`src/rtl/fc_mac_pkg.sv`:
```
package fc_mac_pkg;

  typedef enum logic [1:0] {
    MV_IDLE = 2'd0,
    MV_RUN  = 2'd1,
    MV_DONE = 2'd2
  } mv_state_e;

  // Drop the low fraction bits of a total and clamp to the 8-bit range.
  function automatic logic [7:0] scale_sat(input logic [63:0] total, input int unsigned shift);
    logic [63:0] scaled;
    scaled = total >> shift;
    if (scaled > 64'd255) return 8'hFF;
    return scaled[7:0];
  endfunction

endpackage

```
`src/rtl/fc_row_mover.sv`:
```
module fc_row_mover
  import fc_mac_pkg::*;
#(
  parameter int CNT_W = 8,
  parameter int AW    = 8,
  parameter int WAW   = 10
) (
  input  logic             clk,
  input  logic             rst_n,
  input  logic             run_i,
  input  logic [CNT_W-1:0] run_count_i,
  output logic             rd_o,
  output logic [AW-1:0]    act_addr_o,
  output logic [WAW-1:0]   wgt_addr_o,
  output logic             start_o,
  output logic             clear_o,
  output logic             done_o,
  output logic             busy_o
);

  localparam int CYC_W = CNT_W + 1;

  mv_state_e        state_q, state_d;
  logic [CYC_W-1:0] cyc_q;
  logic [CNT_W-1:0] rows_q;
  logic [WAW-1:0]   wptr_q;
  logic             last_cycle;

  assign start_o    = (state_q == MV_IDLE) && run_i;
  assign clear_o    = start_o;
  assign rd_o       = (state_q == MV_RUN) && (cyc_q < {1'b0, rows_q});
  // the last read plus two pipeline stages must have landed before DONE
  assign last_cycle = (state_q == MV_RUN) && (cyc_q == ({1'b0, rows_q} + 1'b1));
  assign act_addr_o = cyc_q[AW-1:0];
  assign wgt_addr_o = wptr_q;
  assign done_o     = (state_q == MV_DONE);
  assign busy_o     = (state_q != MV_IDLE);

  always_comb begin
    state_d = state_q;
    unique case (state_q)
      MV_IDLE: if (run_i) state_d = MV_RUN;
      MV_RUN:  if (last_cycle) state_d = MV_DONE;
      MV_DONE: state_d = MV_IDLE;
      default: state_d = MV_IDLE;
    endcase
  end

  always_ff @(posedge clk) begin
    if (!rst_n) begin
      state_q <= MV_IDLE;
      cyc_q   <= '0;
      rows_q  <= '0;
      wptr_q  <= '0;
    end else begin
      state_q <= state_d;
      if (start_o) begin
        rows_q <= run_count_i;
        cyc_q  <= '0;
      end else if (state_q == MV_RUN) begin
        cyc_q <= cyc_q + 1'b1;
      end
      if (rd_o) wptr_q <= wptr_q + 1'b1;
    end
  end

endmodule

```
`src/rtl/fc_mac_lane.sv`:
```
module fc_mac_lane #(
  parameter int DW    = 8,
  parameter int ACC_W = 24
) (
  input  logic             clk,
  input  logic             rst_n,
  input  logic             clear_i,
  input  logic             vld_i,
  input  logic [DW-1:0]    a_i,
  input  logic [DW-1:0]    b_i,
  output logic [ACC_W-1:0] acc_o
);

  localparam int PW = 2 * DW;

  function automatic logic [PW-1:0] umul(input logic [DW-1:0] x, input logic [DW-1:0] y);
    return PW'(x) * PW'(y);
  endfunction

  logic [PW-1:0]    prod_q;
  logic             prod_vld_q;
  logic [ACC_W-1:0] acc_q;

  // stage 1: product register
  always_ff @(posedge clk) begin
    if (!rst_n) begin
      prod_q     <= '0;
      prod_vld_q <= 1'b0;
    end else begin
      prod_q     <= umul(a_i, b_i);
      prod_vld_q <= vld_i && !clear_i;
    end
  end

  // stage 2: accumulate
  always_ff @(posedge clk) begin
    if (!rst_n) begin
      acc_q <= '0;
    end else if (clear_i) begin
      acc_q <= '0;
    end else if (prod_vld_q) begin
      acc_q <= acc_q + ACC_W'(prod_q);
    end
  end

  assign acc_o = acc_q;

endmodule

```
`src/rtl/fc_result_packer.sv`:
```
module fc_result_packer
  import fc_mac_pkg::*;
#(
  parameter int LANES = 7,
  parameter int ACC_W = 24,
  parameter int SHIFT = 8,
  parameter int PACK  = 4,
  parameter int RAW   = 8
) (
  input  logic                   clk,
  input  logic                   rst_n,
  input  logic                   done_i,
  input  logic [LANES*ACC_W-1:0] acc_i,
  output logic                   result_vld_o,
  output logic [7:0]             result_o,
  output logic                   wr_o,
  output logic [RAW-1:0]         wr_addr_o,
  output logic [PACK*8-1:0]      wr_data_o
);

  localparam int SUM_W  = ACC_W + $clog2(LANES + 1);
  localparam int SLOT_W = (PACK > 1) ? $clog2(PACK) : 1;
  localparam int LAST   = PACK - 1;

  logic [SUM_W-1:0]  sum;
  logic [7:0]        res8;
  logic [SLOT_W-1:0] slot_q;
  logic [PACK*8-1:0] word_q, word_d;
  logic [RAW-1:0]    addr_q;
  logic              word_full;

  always_comb begin
    sum = '0;
    for (int k = 0; k < LANES; k++) sum = sum + SUM_W'(acc_i[k*ACC_W +: ACC_W]);
  end

  assign res8      = scale_sat(64'(sum), SHIFT);
  assign word_full = (slot_q == SLOT_W'(LAST));

  always_comb begin
    word_d = word_q;
    word_d[slot_q*8 +: 8] = res8;
  end

  always_ff @(posedge clk) begin
    if (!rst_n) begin
      slot_q       <= '0;
      word_q       <= '0;
      addr_q       <= '0;
      result_vld_o <= 1'b0;
      result_o     <= '0;
      wr_o         <= 1'b0;
      wr_addr_o    <= '0;
      wr_data_o    <= '0;
    end else begin
      result_vld_o <= 1'b0;
      wr_o         <= 1'b0;
      if (done_i) begin
        result_vld_o <= 1'b1;
        result_o     <= res8;
        word_q       <= word_d;
        if (word_full) begin
          wr_o      <= 1'b1;
          wr_data_o <= word_d;
          wr_addr_o <= addr_q;
          addr_q    <= addr_q + 1'b1;
          slot_q    <= '0;
        end else begin
          slot_q <= slot_q + 1'b1;
        end
      end
    end
  end

endmodule

```
`src/rtl/fc_mac_engine.sv`:
```
module fc_mac_engine #(
  parameter int LANES = 7,
  parameter int DW    = 8,
  parameter int CNT_W = 8,
  parameter int AW    = 8,
  parameter int WAW   = 10,
  parameter int RAW   = 8,
  parameter int SHIFT = 8,
  parameter int PACK  = 4
) (
  input  logic                clk,
  input  logic                rst_n,
  input  logic                run_i,
  input  logic [CNT_W-1:0]    run_count_i,
  output logic                busy_o,
  output logic                done_o,
  output logic                act_rd_o,
  output logic [AW-1:0]       act_addr_o,
  input  logic [LANES*DW-1:0] act_row_i,
  output logic                wgt_rd_o,
  output logic [WAW-1:0]      wgt_addr_o,
  input  logic [LANES*DW-1:0] wgt_row_i,
  output logic                result_valid_o,
  output logic [7:0]          result_o,
  output logic                res_wr_o,
  output logic [RAW-1:0]      res_addr_o,
  output logic [PACK*8-1:0]   res_word_o
);

  localparam int ACC_W = 2 * DW + CNT_W;

  // named internal events, observed by the bound checker
  logic                   run_start;
  logic                   lane_clear;
  logic                   row_read;
  logic                   row_arrived;
  logic                   run_done;
  logic [LANES*ACC_W-1:0] lane_totals;

  fc_row_mover #(
    .CNT_W (CNT_W),
    .AW    (AW),
    .WAW   (WAW)
  ) u_mover (
    .clk         (clk),
    .rst_n       (rst_n),
    .run_i       (run_i),
    .run_count_i (run_count_i),
    .rd_o        (row_read),
    .act_addr_o  (act_addr_o),
    .wgt_addr_o  (wgt_addr_o),
    .start_o     (run_start),
    .clear_o     (lane_clear),
    .done_o      (run_done),
    .busy_o      (busy_o)
  );

  assign act_rd_o = row_read;
  assign wgt_rd_o = row_read;
  assign done_o   = run_done;

  // memories answer one clock after the address
  always_ff @(posedge clk) begin
    if (!rst_n) row_arrived <= 1'b0;
    else        row_arrived <= row_read;
  end

  for (genvar k = 0; k < LANES; k++) begin : g_lane
    fc_mac_lane #(
      .DW    (DW),
      .ACC_W (ACC_W)
    ) u_lane (
      .clk     (clk),
      .rst_n   (rst_n),
      .clear_i (lane_clear),
      .vld_i   (row_arrived),
      .a_i     (act_row_i[k*DW +: DW]),
      .b_i     (wgt_row_i[k*DW +: DW]),
      .acc_o   (lane_totals[k*ACC_W +: ACC_W])
    );
  end

  fc_result_packer #(
    .LANES (LANES),
    .ACC_W (ACC_W),
    .SHIFT (SHIFT),
    .PACK  (PACK),
    .RAW   (RAW)
  ) u_packer (
    .clk          (clk),
    .rst_n        (rst_n),
    .done_i       (run_done),
    .acc_i        (lane_totals),
    .result_vld_o (result_valid_o),
    .result_o     (result_o),
    .wr_o         (res_wr_o),
    .wr_addr_o    (res_addr_o),
    .wr_data_o    (res_word_o)
  );

endmodule

```
`config.mk`:
```
export PLATFORM = sky130hd
export DESIGN_NAME = fc_mac_engine
export DESIGN_NICKNAME = d
export VERILOG_FILES = /design/src/rtl/fc_mac_pkg.sv /design/src/rtl/fc_row_mover.sv /design/src/rtl/fc_mac_lane.sv /design/src/rtl/fc_result_packer.sv /design/src/rtl/fc_mac_engine.sv
export SDC_FILE = /design/constraint.sdc
export NUM_CORES = 2
export LEC_CHECK = 0
export BUFFER_PORTS_ARGS = -buffer_cell sky130_fd_sc_hd__buf_4
export CAP_MARGIN = 30
export CORE_UTILIZATION = 57
export DETAILED_ROUTE_END_ITERATION = 10
export PLACE_DENSITY = 0.79
export SLEW_MARGIN = 5
export SYNTH_ARGS = -nofsm -noshare
export SYNTH_HDL_FRONTEND = slang
export SYNTH_HIERARCHICAL = 1
export SYNTH_SLANG_ARGS = --single-unit
```
`constraint.sdc`:
```
create_clock -name clk -period 15.58 [get_ports clk]
set_input_delay 3.116 -clock clk [delete_from_list [all_inputs] [get_ports clk]]
set_output_delay 3.116 -clock clk [all_outputs]
set_load 0.05 [all_outputs]
```
After elaboration in Yosys (flattened, before gate mapping)
Index checks and enable logic that the tools add are counted.

Output and inout bits: 72. Register bits: 403.

Mux-type cells: 10. Magnitude comparators: 2. Equality and inequality tests: 6. Add/subtract/negate cells: 19. Bitwise gates (word level): 1. Reduce and logical (&&, ||, !) cells: 11. Shift operators: 2. Multipliers: 7.

Operator list (count): adder 24 x 16 -> 24 bit (7); adder 27 x 24 -> 27 bit (5); multiplier 8 x 8 -> 16 bit (7); negation 5 -> 34 bit (1); variable shift 8 x 34 -> 32 bit, first input constant (1); variable part select 8 x 34 -> 32 bit (1); bitwise mux 32 bit (1); adder 24 x 24 -> 25 bit (1); > comparator 19 x 8 -> 1 bit, second input constant (1); two-way mux 8 bit (2); adder 10 x 1 -> 10 bit, second input constant (1); adder 8 x 1 -> 9 bit, second input constant (1); adder 9 x 1 -> 9 bit, second input constant (1); == test 9 bit (1); less-than comparator 9 x 8 -> 1 bit (1); adder 8 x 1 -> 8 bit, second input constant (1); two-way mux 2 bit (3); AND reduction 2 bit (3); == test 2 bit, second input constant (2); logical AND 1 bit (4); case mux 2 bit (2 select lines) (1); two-way mux 1 bit (3); adder 2 x 1 -> 2 bit, second input constant (1); == test 2 x 1 -> 1 bit, second input constant (1); other kinds (7) (7).

Longest topological paths before layout
Word-level depth: 11. Depth in mapped cells: 19. Depth with buffers taken out: 18.

By module
The synthesis kept the hierarchy.

Modules (own cells, without submodules): fc_mac_lane at g_lane[0].u_lane ... (cells an instance 516, area each 4455.5 um^2, times used 4); fc_result_packer (cells an instance 1014, area each 8609.5 um^2, times used 1); fc_mac_lane at g_lane[5].u_lane ... (cells an instance 485, area each 4161.5 um^2, times used 2); fc_mac_lane at g_lane[4].u_lane (cells an instance 450, area each 4095.2 um^2, times used 1); fc_row_mover (cells an instance 212, area each 1781.7 um^2, times used 1); fc_mac_engine (cells an instance 3, area each 33.8 um^2, times used 1).

Worst setup path before layout
OpenSTA, ideal clock, no wires.

Path type: in2reg. From: input act_row_i[32]. To: register g_lane[4].u_lane.prod_q[14]. Library setup time: 115 ps. Stages on the path: 16. Arrival time: 6752 ps. Path buffers: 0. Setup slack: 8713 ps. Path through: nand2_1 -> fa_1 -> fa_1 -> inv_1 -> fa_1 -> inv_1 -> fa_1 -> inv_1 -> ha_1 -> o21a_1 -> a21oi_1 -> o21bai_1 -> a21oi_1 -> o21ai_0 -> xor2_1 -> and2_1.

Word-level cells in the longest chain between the ends: 1.

RTL lines: start: declaration (line fc_mac_engine.sv:19) `input logic [LANES*DW-1:0] act_row_i,`; multiplier 8 x 8 -> 16 bit (line fc_mac_lane.sv:17) `return PW'(x) * PW'(y);`; end signal: assignment (line fc_mac_lane.sv:30) `prod_q <= umul(a_i, b_i);`; end: declaration (line fc_mac_lane.sv:20) `logic [PW-1:0] prod_q;`.

No other way between the ends. A chain may end at the register's enable or synchronous reset.

Final worst setup path
Same ends and word-level chain as after synthesis.

==> results.cfg <==
[run_status]
status = completed

[die]
die_y_um = 269.1
ios = 195
die_area_um2 = 72400
die_x_um = 269.1
core_area_um2 = 70270
rows = 97
start_util_pct = 57.86

[clocking]
ctsHoldBuffers = 0
cts.clk_slew.worst_paths_ps = 60
cts-root-buf = clkbuf_16
clk_latency_ps = 600
cts_sinks = 409
cts_tree = built
cts_max_path_buffers = 3
postCtsSetupBuffers = 0
cts_buffers = 45
htreeDepth = 2
cts_resized = 0

[sta]
final_hold_viol_count = 0
rsz0062_at_grt = false
fin_skew_ps = 31.32
relSlewSlack_pct = 31.12
period_needed_ps = 6649
finalMaxSlewViolations = 0
worst_pin_slew_ps = 1031
tns_ps = 0
finalSetupViolCount = 0
max_freq_mhz = 150.4
holdWs_ps = 469.0
fin_crit_sh_pct = 42.68

[global_routing]
overflow = 0
grt_pass1_wl_um = 158500
met1_usage_pct = 36.94
use_met3_pct = 2.484
grt_use_met2_pct = 43.94
grt_max_degree = 92
top_usage_layer = met2
grt_usage_pct = 26.68
grt_pass1_vias = 32093
antenna_found_initial = 2

[routing]
wl_per_cell_um = 16.50
first_pass_iters = 7
ant_nets = 0
drt_iter0_markers = 2525
drc = 0
vias = 33338
routed_wirelength_um = 96200
viasPerCell = 5.718

[critical_path]
critical_path.max_fanout = 8
start_kind = primary input
cpPeakStageDelay_ps = 560
slowest_stage = fa_1
critPathMostFrequentCell = fa_1
cp-end-kind = flip-flop
criticalPathCategory = primary input to flip-flop
critPathRequiredTime_ps = 16040
crit_chain = buf_4 > nand2_1 > fa_1 > fa_1 > inv_1 > fa_1 > inv_1 > fa_1 > inv_1 > ha_1 > o21a_1 > a21oi_1 > o21bai_1 > a21oi_1 > o21ai_0 > xor2_1 > and2_1
cp_data_arrival_time_ps = 7110

[placed_design]
place_hpwl_um = 75520
gp_congestion = 0.9857
portBuffers = 194

[pwr]
p_leak_uw = 0.02028
peakVddDrop_v = 0.0001008
total_power_uw = 4263
power_density_nw_per_um2 = 95.99

[yosys]
ys_warn_count = 6
avgSynthCellArea_um2 = 8.629
syn-num-nets = 5619
syn_area_um2 = 40660
netlist_instances = 4712

[min_path]
hold_class = flip-flop to flip-flop

[cells_and_area]
area_growth_syn_to_layout_pct = 9.241
drive_gt1_share_pct = 8.656
final_common_cell = inv_1
final_nets = 5759
mostFrequentLayoutCells = inv_1, dfxtp_1, ha_1

[job]
drv_cap = 0
## cell type report
type	instances	area, um2
Multi-Input combinational cell	3557	29390
Fill cell	5950	25860
Sequential cell	409	8188
Inverter	620	2327
Timing Repair Buffer	219	1667
Clock buffer	60	1284
Tap cell	940	1176
Clock inverter	22	374.1
Antenna cell	3	7.507
## registers in the layout (all words and copies together), names as in the netlist
| signal | count |
|---|---|
| u_packer/wr_addr_o | 8 |
| u_packer/word_q | 32 |
| u_packer/result_vld_o | 1 |
| u_packer/wr_o | 1 |
| u_packer/wr_data_o | 32 |
| u_mover/state_q | 2 |
| u_packer/result_o | 8 |
| u_packer/addr_q | 8 |
| u_mover/cyc_q | 9 |
| u_packer/slot_q | 2 |
| u_mover/wgt_addr_o | 10 |
| row_arrived | 1 |
| g_lane.u_lane/prod_vld_q | 7 |
| g_lane.u_lane/acc_o | 168 |
| u_mover/rows_q | 8 |
| g_lane.u_lane/prod_q | 112 |
## worst paths after layout
check                                                from                     endpoint  slack, ps  cells past startpoint
worst max register to register  g_lane[1].u_lane/acc_o[2]         u_packer/result_o[5]       9620                     18
worst min-delay path                u_packer/wr_addr_o[6]        u_packer/wr_addr_o[6]        470                      2
worst min register to register      u_packer/wr_addr_o[6]        u_packer/wr_addr_o[6]        470                      2
worst max-delay path                        act_row_i[32]  g_lane[4].u_lane/prod_q[14]       8930                     17
## where the power goes
group / switching [uW] / internal [uW]
sequential: 60.6 / 1150
clock: 458 / 731
combinational: 1080 / 786
## metal layers
layer	share of wire, %	wire length [um]
met2	46	44610
met1	45	43670
met4	2.8	2732
met3	5.4	5185
met5	0	0
## metrics by stage
step / setup slack, ps / util (%) / std cells / area, um2
after floorplan: 8713 / - / 4712 / 40660
after global placement: 8407 / 60.72 / 5737 / 42670
after CTS: 8943 / 63.16 / 5824 / 44390
after detailed placement: 8340 / 60.80 / 5742 / 42730
final: 8931 / 63.21 / 5830 / 44420
after global routing: 8676 / 63.19 / 5827 / 44410
## critical path: cells and delay by family
family                     cells  cell delay, ps
xor gates and xnor gates       1             150
adders and majority gates      5            2470
buffers and inverters          4             270
and+or+nand+nor                2             230
AOI/OAI and AO/OA              5             860
(Power assumes the default switching activity.)
